**src/rtl/dem_pkg.sv**
```systemverilog
package dem_pkg;
  typedef enum logic {POL_POS = 1'b0, POL_NEG = 1'b1} pol_e;
  typedef enum logic [1:0] {
    STRAP_CCM    = 2'd0,
    STRAP_DEM    = 2'd1,
    STRAP_DEM_AF = 2'd2
  } strap_mode_e;

  function automatic strap_mode_e decode_strap(input logic dem_en, input logic af_en);
    if (!dem_en)    return STRAP_CCM;
    else if (af_en) return STRAP_DEM_AF;
    else            return STRAP_DEM;
  endfunction
endpackage

```
**src/rtl/dem_pol_sampler.sv**
```systemverilog
module dem_pol_sampler
  import dem_pkg::*;
#(
  parameter int BLANK_CYC = 4
) (
  input  logic clk,
  input  logic rst_n,
  input  logic hs_gate,
  input  logic phase_hi,
  output logic verdict_vld,
  output pol_e verdict_pol
);
  localparam int BW = $clog2(BLANK_CYC + 2);
  localparam logic [BW-1:0] BLANK_LIM = BW'(BLANK_CYC);

  logic          hs_q;
  logic [BW-1:0] blank_cnt;
  logic          ph_lat;
  logic          smp_en;
  logic          hs_rise;

  assign hs_rise = hs_gate && !hs_q;
  assign smp_en  = !hs_gate && (blank_cnt == BLANK_LIM);

  always_ff @(posedge clk or negedge rst_n) begin
    if (!rst_n) begin
      hs_q      <= 1'b1;
      blank_cnt <= '0;
      ph_lat    <= 1'b0;
    end else begin
      hs_q <= hs_gate;
      if (hs_gate)                     blank_cnt <= '0;
      else if (blank_cnt != BLANK_LIM) blank_cnt <= blank_cnt + 1'b1;
      if (hs_rise)                     ph_lat <= 1'b0;
      else if (smp_en && phase_hi)     ph_lat <= 1'b1;
    end
  end

  assign verdict_vld = hs_rise;
  assign verdict_pol = ph_lat ? POL_NEG : POL_POS;
endmodule

```
**src/rtl/dem_mode_fsm.sv**
```systemverilog
module dem_mode_fsm
  import dem_pkg::*;
#(
  parameter int RUN_LEN = 3
) (
  input  logic clk,
  input  logic rst_n,
  input  logic dem_allow,
  input  logic verdict_vld,
  input  pol_e verdict_pol,
  output logic dem_active,
  output logic win_step_req
);
  localparam int CW = $clog2(RUN_LEN + 1);
  localparam logic [CW-1:0] RUN_LAST = CW'(RUN_LEN - 1);

  logic [CW-1:0] run_cnt;
  logic          opposing;

  always_comb begin
    if (dem_active) opposing = (verdict_pol == POL_POS);
    else            opposing = (verdict_pol == POL_NEG);
  end

  always_ff @(posedge clk or negedge rst_n) begin
    if (!rst_n) begin
      dem_active   <= 1'b0;
      win_step_req <= 1'b0;
      run_cnt      <= '0;
    end else begin
      win_step_req <= 1'b0;
      if (!dem_allow) begin
        dem_active <= 1'b0;
        run_cnt    <= '0;
      end else if (verdict_vld) begin
        if (!opposing) begin
          run_cnt <= '0;
        end else if (run_cnt == RUN_LAST) begin
          run_cnt      <= '0;
          dem_active   <= !dem_active;
          win_step_req <= !dem_active;
        end else begin
          run_cnt <= run_cnt + 1'b1;
        end
      end
    end
  end
endmodule

```
**src/rtl/dem_af_timer.sv**
```systemverilog
module dem_af_timer #(
  parameter int AF_PERIOD = 3500,
  parameter int AF_WIDTH  = 20
) (
  input  logic clk,
  input  logic rst_n,
  input  logic af_enable,
  input  logic hs_gate,
  input  logic ls_natural,
  output logic lg_force
);
  localparam int TW = $clog2(AF_PERIOD + 1);
  localparam int WW = $clog2(AF_WIDTH + 1);
  localparam logic [TW-1:0] T_LAST = TW'(AF_PERIOD - 1);
  localparam logic [WW-1:0] W_LOAD = WW'(AF_WIDTH);

  logic [TW-1:0] tmr;
  logic [WW-1:0] pw;

  always_ff @(posedge clk or negedge rst_n) begin
    if (!rst_n) begin
      tmr <= '0;
      pw  <= '0;
    end else if (!af_enable) begin
      tmr <= '0;
      pw  <= '0;
    end else begin
      if (pw != '0) pw <= pw - 1'b1;
      if (ls_natural || (pw != '0)) begin
        tmr <= '0;
      end else if (tmr == T_LAST) begin
        tmr <= '0;
        pw  <= W_LOAD;
      end else begin
        tmr <= tmr + 1'b1;
      end
    end
  end

  assign lg_force = (pw != '0) && !hs_gate;
endmodule

```
**src/rtl/dem_mode_ctrl.sv**
```systemverilog
module dem_mode_ctrl
  import dem_pkg::*;
#(
  parameter int BLANK_CYC = 4,
  parameter int RUN_LEN   = 3,
  parameter int AF_PERIOD = 3500,
  parameter int AF_WIDTH  = 20,
  parameter bit AF_IMPL   = 1'b1
) (
  input  logic clk,
  input  logic rst_n,
  input  logic mode_dem_en,
  input  logic mode_af_en,
  input  logic hs_gate,
  input  logic phase_hi,
  input  logic ls_natural,
  output logic dem_active,
  output logic win_step_req,
  output logic lg_force
);
  strap_mode_e strap;
  logic        verdict_vld;
  pol_e        verdict_pol;
  logic        af_on;

  assign strap = decode_strap(mode_dem_en, mode_af_en);

  dem_pol_sampler #(.BLANK_CYC(BLANK_CYC)) u_smp (
    .clk(clk), .rst_n(rst_n), .hs_gate(hs_gate), .phase_hi(phase_hi),
    .verdict_vld(verdict_vld), .verdict_pol(verdict_pol)
  );

  dem_mode_fsm #(.RUN_LEN(RUN_LEN)) u_fsm (
    .clk(clk), .rst_n(rst_n), .dem_allow(strap != STRAP_CCM),
    .verdict_vld(verdict_vld), .verdict_pol(verdict_pol),
    .dem_active(dem_active), .win_step_req(win_step_req)
  );

  assign af_on = dem_active && (strap == STRAP_DEM_AF);

  generate
    if (AF_IMPL) begin : g_af
      dem_af_timer #(.AF_PERIOD(AF_PERIOD), .AF_WIDTH(AF_WIDTH)) u_af (
        .clk(clk), .rst_n(rst_n), .af_enable(af_on), .hs_gate(hs_gate),
        .ls_natural(ls_natural), .lg_force(lg_force)
      );
    end else begin : g_no_af
      assign lg_force = 1'b0;
    end
  endgenerate
endmodule

```
**config.mk**
```make
export PLATFORM = sky130hd
export DESIGN_NAME = dem_mode_ctrl
export DESIGN_NICKNAME = d
export VERILOG_FILES = /design/src/rtl/dem_pkg.sv /design/src/rtl/dem_pol_sampler.sv /design/src/rtl/dem_mode_fsm.sv /design/src/rtl/dem_af_timer.sv /design/src/rtl/dem_mode_ctrl.sv
export SDC_FILE = /design/constraint.sdc
export NUM_CORES = 1
export LEC_CHECK = 0
export BUFFER_PORTS_ARGS = -buffer_cell sky130_fd_sc_hd__buf_2
export CORE_ASPECT_RATIO = 1.1
export CORE_UTILIZATION = 40
export CTS_CLUSTER_DIAMETER = 60
export CTS_CLUSTER_SIZE = 30
export DETAILED_ROUTE_END_ITERATION = 8
export GPL_TIMING_DRIVEN = 0
export PLACE_DENSITY_LB_ADDON = 0.1
export SYNTH_ARGS = -nofsm -noshare
export SYNTH_HDL_FRONTEND = slang
export SYNTH_SLANG_ARGS = --single-unit
export TNS_END_PERCENT = 5
```
**constraint.sdc**
```tcl
create_clock -name clk -period 2.3 [get_ports clk]
set_input_delay 0.345 -clock clk [delete_from_list [all_inputs] [get_ports clk]]
set_output_delay 0.345 -clock clk [all_outputs]
set_load 0.1 [all_outputs]
```
======== After elaboration in Yosys (flattened, before gate mapping) ========
Index checks and enable logic that the tools add are counted.
cells by class
  equal/unequal tests ..................... 8
  reductions and logical operators ........ 14
  mux-type cells .......................... 27
  $add $sub $neg .......................... 4
  bitwise gates (word level) .............. 1
operators with widths
  cell                                                                count
  12-bit two-way mux                                                  3
  5-bit two-way mux                                                   4
  12-bit by 1-bit adder with 12-bit output, second input constant     1
  12-bit equality test, second input constant                         1
  1-bit two-way mux                                                   12
  2-bit two-way mux                                                   6
  3-bit two-way mux                                                   2
  2-bit != test, second input constant                                3
  2-bit nonzero test                                                  3
  1-bit logical AND                                                   5
  5-bit nonzero test                                                  1
  5-bit by 1-bit subtractor with 5-bit output, second input constant  1
  2-bit equality test, second input constant                          2
  3-bit by 1-bit adder with 3-bit output, second input constant       1
  3-bit equality test, second input constant                          1
  1-bit logical NOT                                                   3
  3-bit != test, second input constant                                1
  3-bit AND reduction                                                 1
  2-bit by 1-bit adder with 2-bit output, second input constant       1
  1-bit logical OR                                                    1
  1-bit inverter                                                      1
storage, ports and cells
  input port bits ......................... 7
  output and inout bits ................... 3
  word-level logic and storage cells ...... 62
  register bits after elaboration ......... 26

======== Depth between registers and ports, before layout ========
Gate-level depths: netlist (run 1).
  word-level depth ........................ 6
  depth in mapped cells ................... 6
  depth with buffers taken out ............ 5

======== Hierarchy ========
A second synthesis (run 1) with hierarchy kept.
unflattened totals
  cells, all modules ...................... 126
  area total of the unflattened synthesis .. 1300.0 µm²
modules (own cells, without submodules)
  module           instances  cells an instance  seq. area each (µm²)  area an instance (µm²)
  dem_af_timer     1          86                 425.4                 869.6
  dem_pol_sampler  1          22                 126.4                 241.5
  dem_mode_fsm     1          16                 100.1                 178.9
  dem_mode_ctrl    1          2                  0.0                   10.0

======== Least setup slack after synthesis (run 1) ========
OpenSTA, ideal clock, no wires.
  path type ............................... register to output
  start ................................... register g_af.u_af.pw[0]
  end ..................................... output lg_force
  path buffers ............................ 0
  required time ........................... 1.955 ns
  arrival time ............................ 2.034 ns
  cell stages (with the launch flop) ...... 5
  setup slack ............................. -0.079 ns
  path through ............................ dfrtp_1 -> inv_1 -> ha_1 -> nor4b_4 -> nor2_1
between the ends
  word-level cells in the longest chain between the ends .. 2
RTL lines
  what                    RTL line             source
  start, declared         dem_af_timer.sv:18   logic [WW-1:0] pw;
  start signal, assigned  dem_af_timer.sv:28   if (pw != '0) pw <= pw - 1'b1;
  5-bit nonzero test      dem_af_timer.sv:40   assign lg_force = (pw != '0) && !hs_gate;
  1-bit logical AND       dem_af_timer.sv:40
  end, declared           dem_mode_ctrl.sv:19  output logic lg_force
Every way passes these cells.

======== Worst setup path after layout (run 1) ========
Ends and elaborated chain as after synthesis.

==> run metrics, run 1 <==
Core ar.=3130 µm²; CTS Hold Buffers Added=0; CP endpoint kind=primary output; # H-tree levels=1; CTS clk-pin slew, worst paths=0.15 ns; chip width=57.5 µm; clk buf depth=2; Crit path buffers/inverters=2; Area Growth Syn to Fin=10.5%; chip height=63.1 µm; commonest non-fill, non-tap cells in the layout=dfrtp_1, buf_2, nand2_1, inv_1, nor3_1; I/O pins=10; grt peak-use layer=met2; WS Path Type=register to primary output; DRT iter0 DRCs=31; crit path launch=g_af.u_af.pw[0]$_DFF_PN0_; R2R depth=6; row count=21; Worst Max-Slew Pin Slew=0.586 ns; worst setup margin=0.240 ns; status=complete, but fails checks; first-pass GRT wire length=4620 µm; via count of the first global-routing pass=1032; worst hold path type=input pin to asynchronous set/reset pin; Max Cap Violations=0; Layout Utilization=47.9%; met2 Resource Use GR=27.2%; Worst EP required=1.96 ns; final setup TNS=0 ns; CTS sink count=26; stages on the worst setup path=5; Synth Instances=126; Avg Cell Area, Syn=10.8 µm²; GRT Overall Usage=16.4%; Routed wire per std cell=14.7 µm; final setup vio count=0; Slowest Stage Delay on Critical Path=0.43 ns; failing checks=design-rule violations, negative hold slack; share of cells above drive strength 1=20.1%; antenna violations before repair=0; commonest non-fill, non-tap cell in the layout=dfrtp_1; worst skew pair latency=0.32 ns; final net count=151; ys async rst share=100%; Peak VDD IR=0.220 mV; Worst Skew=0.00316 ns; pre-CTS setup slack=0.485 ns; Non-Filler Instances=173; worst reg2reg startpoint=g_af.u_af.pw[0]$_DFF_PN0_; Startpoint Class=register; DRT Wirelength=2540 µm; #FFs+latches synth=26; kind of cell adding the most delay to the critical path=flip-flops; first drt pass iteration count=5; Antenna diodes=0; CP Cell Sequence=inv_1 > ha_1 > nor4b_4 > nor2_2 > buf_2; DIE AREA=3630 µm²; IO Port Bufs=9; routed via count=998; Final Cycle Share=89.6%; Worst Path Arrival=1.72 ns; Rel. slew slack=60.9%; vias per cell=5.77; Post-CTS Setup Bufs=0; Pwr per Cell Area=561 nW/µm²; Routability Congestion=0.754; CTS Buf Count=3; ys flop type=dfrtp_1; met1 usage=21.5%; fin. max-slew vios=0; Max Freq=0.485 GHz; synth warn=0; CTS tree=built; Post-synth EDFFs=0; Initial Util=43.4%; Post-Syn Area=1360 µm²; met3 usage=1.85%; post-synth net total=137; drc violations=1; Yosys cell types=40; ANT nets after route=0; WHS=-0.00455 ns; CP max FO=4; RSZ-0062 raised after global routing=false; # placed instances=169; Final Hold Vio Count=15; slowest CP cell=dfrtp_1; GRT overflow=0; minimum clock period=2.06 ns; DP HPWL=1830 µm; largest net degree at the start of global routing=27; Post-CTS Resized=0; post-synthesis sequential area ratio=48.1%; root buffer cell=clkbuf_4; P_leak=0.634 nW
[sequential cells by signal, summed over array words and instances (netlist names)]
signal	count
g_af.u_af.tmr	12
u_smp.hs_q	1
u_smp.ph_lat	1
u_fsm.dem_active	1
u_fsm.run_cnt	2
u_fsm.win_step_req	1
g_af.u_af.pw	5
u_smp.blank_cnt	3
[layout make-up]
| cell class | instances | area [µm²] |
|---|---|---|
| Fill cell | 313 | 1630 |
| Clock buffer | 3 | 22.5 |
| Tap cell | 34 | 42.5 |
| Sequential cell | 26 | 652 |
| Timing Repair Buffer | 9 | 45.0 |
| Inverter | 7 | 26.3 |
| Clock inverter | 1 | 30.0 |
| Multi-Input combinational cell | 90 | 667 |
| Buffer | 3 | 13.8 |
[kinds of logic after synthesis]
kind of cell               share of synthesized area (%)
DFF                                                 48.1
AOI/OAI and AO/OA                                   13.4
adders and majority gates                           3.69
xor gates and xnor gates                            4.52
muxes                                              0.738
and+or+nand+nor                                     26.7
buffers and inverters                               2.95
[through the flow]
step | instance area, µm² | total power [mW]
floorplan | 1360 | 0.507
global placement | 1450 | 0.527
detailed placement | 1450 | 0.531
CTS | 1500 | 0.856
global route | 1500 | 0.878
finish | 1500 | 0.841
[final timing paths]
| path | endpoint | slack [ns] |
|---|---|---|
| worst max-delay path | lg_force | 0.24 |
| worst min-delay path | g_af.u_af.pw[0]$_DFF_PN0_ | -0.005 |
| worst max register to register | g_af.u_af.tmr[8]$_DFF_PN0_ | 0.48 |
| worst min register to register | g_af.u_af.tmr[0]$_DFF_PN0_ | 0.53 |
| max in group asynchronous | u_smp.hs_q$_DFF_PN1_ | 1.92 |
| min in group clk | u_smp.hs_q$_DFF_PN1_ | 0.18 |
[synthesized netlist by cell type, drive strengths merged (2+ instances only)]
cell / instances / area (µm²)
o22ai: 2 / 12.5
nand2: 9 / 33.8
or4: 3 / 22.5
or4b: 3 / 30.0
dfrtp: 25 / 626
nand4bb: 2 / 22.5
o21ai: 6 / 30.0
nand2b: 2 / 12.5
nand3: 8 / 50.1
a211oi: 7 / 77.6
a21boi: 2 / 15.0
nor3: 7 / 35.0
nor2: 5 / 18.8
o31ai: 3 / 22.5
nand4: 3 / 25.0
inv: 7 / 26.3
ha: 4 / 50.1
xnor2: 4 / 35.0
buf: 2 / 10.0
xor2: 3 / 26.3
or3: 5 / 31.3
[layer usage]
metal | routed length, µm | part of all wire [%]
met1 | 1220 | 48
met3 | 34 | 1.3
met4 | 23 | 0.91
met5 | 0 | 0
met2 | 1260 | 50
[report_power, final]
part	total, mW	internal (mW)	switching [mW]
Sequential	0.476	0.467	0.00839
Combinational	0.0443	0.0177	0.0266
Clock	0.321	0.176	0.145
Total	0.841	0.661	0.180
Power figures use the tool's default switching activity.
==> run 2, diff against run 1 <==
==> constraint.sdc (replaced) <==
create_clock -name clk -period 2.2 [get_ports clk]
set_input_delay 0.33 -clock clk [delete_from_list [all_inputs] [get_ports clk]]
set_output_delay 0.33 -clock clk [all_outputs]
set_load 0.1 [all_outputs]
==> run 2 against run 1 <==
Sequential share of layout area down 0.29 points. Clock power up 4%. Power up 4.5%. The run ends with design-rule violations left. Largest power group unchanged. Highest routed layer unchanged. First-iteration DRC count down 16%. Via count down 0.30%. Setup slack worse by 0.085 ns.
==> run metrics, run 2 (synthesized netlist as in run 1, its figures left out) <==
Routability Congestion=0.754 (unchanged); chip width=57.5 µm (unchanged); worst hold path type=input pin to register; CTS tree=built; root buffer cell=clkbuf_4; grt peak-use layer=met2; chip height=63.1 µm (unchanged); Final Hold Vio Count=0 (-15); DIE AREA=3630 µm² (unchanged); Core ar.=3130 µm² (unchanged); final net count=152 (+0.66%); met2 Resource Use GR=27.0% (-0.15 points); Worst Max-Slew Pin Slew=0.585 ns (-0.00160 ns); routed via count=995 (-0.30%); Top Registers=g_af.u_af.tmr x12, g_af.u_af.pw x5, u_smp.blank_cnt x3; minimum clock period=2.05 ns; I/O pins=10 (unchanged); WS Path Type=register to primary output; Max Freq=0.489 GHz; GRT overflow=0 (unchanged); first drt pass iteration count=6 (+1); antenna violations before repair=0 (unchanged); ANT nets after route=0 (unchanged); commonest non-fill, non-tap cells in the layout=dfrtp_1, buf_2, nand2_1, inv_1, nor3_1; largest net degree at the start of global routing=27 (unchanged); final setup TNS=0 ns (unchanged); via count of the first global-routing pass=1028 (-0.39%); # placed instances=169 (unchanged); Routed wire per std cell=14.6 µm (-0.34%); status=complete, but fails checks; final setup vio count=0 (unchanged); failing checks=design-rule violations; Area Growth Syn to Fin=11.3%; clk buf depth=2 (unchanged); commonest non-fill, non-tap cell in the layout=dfrtp_1; CTS Buf Count=3 (unchanged); vias per cell=5.72 (-0.87%); Max Cap Violations=0 (unchanged); row count=21 (unchanged); Peak VDD IR=0.230 mV (+4.5%); Layout Utilization=48.3% (+0.32 points); number of cells on the worst hold path=1; Initial Util=43.4% (unchanged); P_leak=0.638 nW (+0.66%); RSZ-0062 raised after global routing=false; Worst Skew=0.00465 ns (+0.00149 ns); Rel. slew slack=61.0% (+0.11 points); Post-CTS Resized=0 (unchanged); Pwr per Cell Area=583 nW/µm² (+3.9%); worst reg2reg startpoint=g_af.u_af.pw[0]$_DFF_PN0_; met3 usage=1.85% (unchanged); CP endpoint kind=primary output; Startpoint Class=register; worst skew pair latency=0.32 ns (about the same); R2R setup slack=0.38 ns (-0.10 ns); min-delay src=hs_gate; met1 usage=21.7% (+0.13 points); R2R Path End=g_af.u_af.tmr[8]$_DFF_PN0_; Worst Path Arrival=1.72 ns (about the same); DRT iter0 DRCs=26 (-16%); first-pass GRT wire length=4600 µm (-0.45%); GRT Overall Usage=16.4% (unchanged); CTS sink count=26 (unchanged); drc violations=1 (unchanged); R2R depth=6 (unchanged); Non-Filler Instances=174 (+0.58%); WHS Endpoint=u_smp.hs_q$_DFF_PN1_; share of cells above drive strength 1=20.0% (-0.14 points); # H-tree levels=1 (unchanged); Antenna diodes=0 (unchanged); Most flops, register=g_af.u_af.tmr; IO Port Bufs=9 (unchanged); Largest register FFs=12 (unchanged); CP max FO=4 (unchanged); DRT Wirelength=2540 µm (+0.24%); fin. max-slew vios=0 (unchanged); Final Cycle Share=93.0%; Worst EP required=1.87 ns (-0.09 ns); CTS clk-pin slew, worst paths=0.15 ns (about the same); DP HPWL=1830 µm (unchanged)
## run 2: what timing repair did
action                    in CTS  in global routing
hold buffers                   1                  0
hold endpoints to repair      14                  0
buffers inserted               0                  0
## run 2: per-stage QoR
step	worst slack [ns]	hold slack, ns	cell area [µm²]	total power, mW
after floorplan	0.198	0.0344	1360	0.530
after global placement	0.401	0.367	1450	0.551
after detailed placement	0.385	0.377	1450	0.555
after CTS	0.0971	0.140	1510	0.897
after global routing	0.0114	0.137	1510	0.920
final	0.155	0.163	1510	0.879
## run 2: worst max-delay path by stage
| stage | end | from | slack, ns | cells after the start |
|---|---|---|---|---|
| after floorplan | g_af.u_af.tmr[7]$_DFF_PN0_ | u_fsm.dem_active$_DFFE_PN0P_ | 0.20 | 5 |
| after global placement | g_af.u_af.tmr[1]$_DFF_PN0_ | g_af.u_af.pw[0]$_DFF_PN0_ | 0.40 | 6 |
| after detailed placement | g_af.u_af.tmr[1]$_DFF_PN0_ | g_af.u_af.pw[0]$_DFF_PN0_ | 0.38 | 6 |
| after CTS | lg_force | g_af.u_af.pw[0]$_DFF_PN0_ | 0.1 | 5 |
| after global routing | lg_force | g_af.u_af.pw[0]$_DFF_PN0_ | 0.01 | 5 |
| final | lg_force | g_af.u_af.pw[0]$_DFF_PN0_ | 0.15 | 5 |
## run 2: final cells by class
class / instances / area (µm²)
Fill cell: 312 / 1620
Buffer: 3 / 13.8
Multi-Input combinational cell: 90 / 667
Sequential cell: 26 / 652
Clock buffer: 3 / 22.5
Tap cell: 34 / 42.5
Clock inverter: 1 / 30.0
Inverter: 7 / 26.3
Timing Repair Buffer: 10 / 55.1
## run 2: metal layers
metal	part of all wire (%)	wire length, µm	vias to the layer above
met2	50	1270	4
met4	0.90	23	0
li1	-	-	495
met1	48	1220	494
met5	0	0	-
met3	1.4	36	2
## run 2: report_power, final
group | leakage [nW] | switching, mW | total, mW | internal (mW)
Clock | 0.0279 | 0.150 | 0.334 | 0.184
Combinational | 0.253 | 0.0279 | 0.0475 | 0.0196
Sequential | 0.357 | 0.00874 | 0.497 | 0.489
Total | 0.638 | 0.187 | 0.879 | 0.692
## run 2: worst max-delay path, stage by stage (launching register included)
cell and delay [ns]:
dfrtp_1 0.44, inv_1 0.07, ha_1 0.22, nor4b_4 0.34
nor2_2 0.04, buf_2 0.29
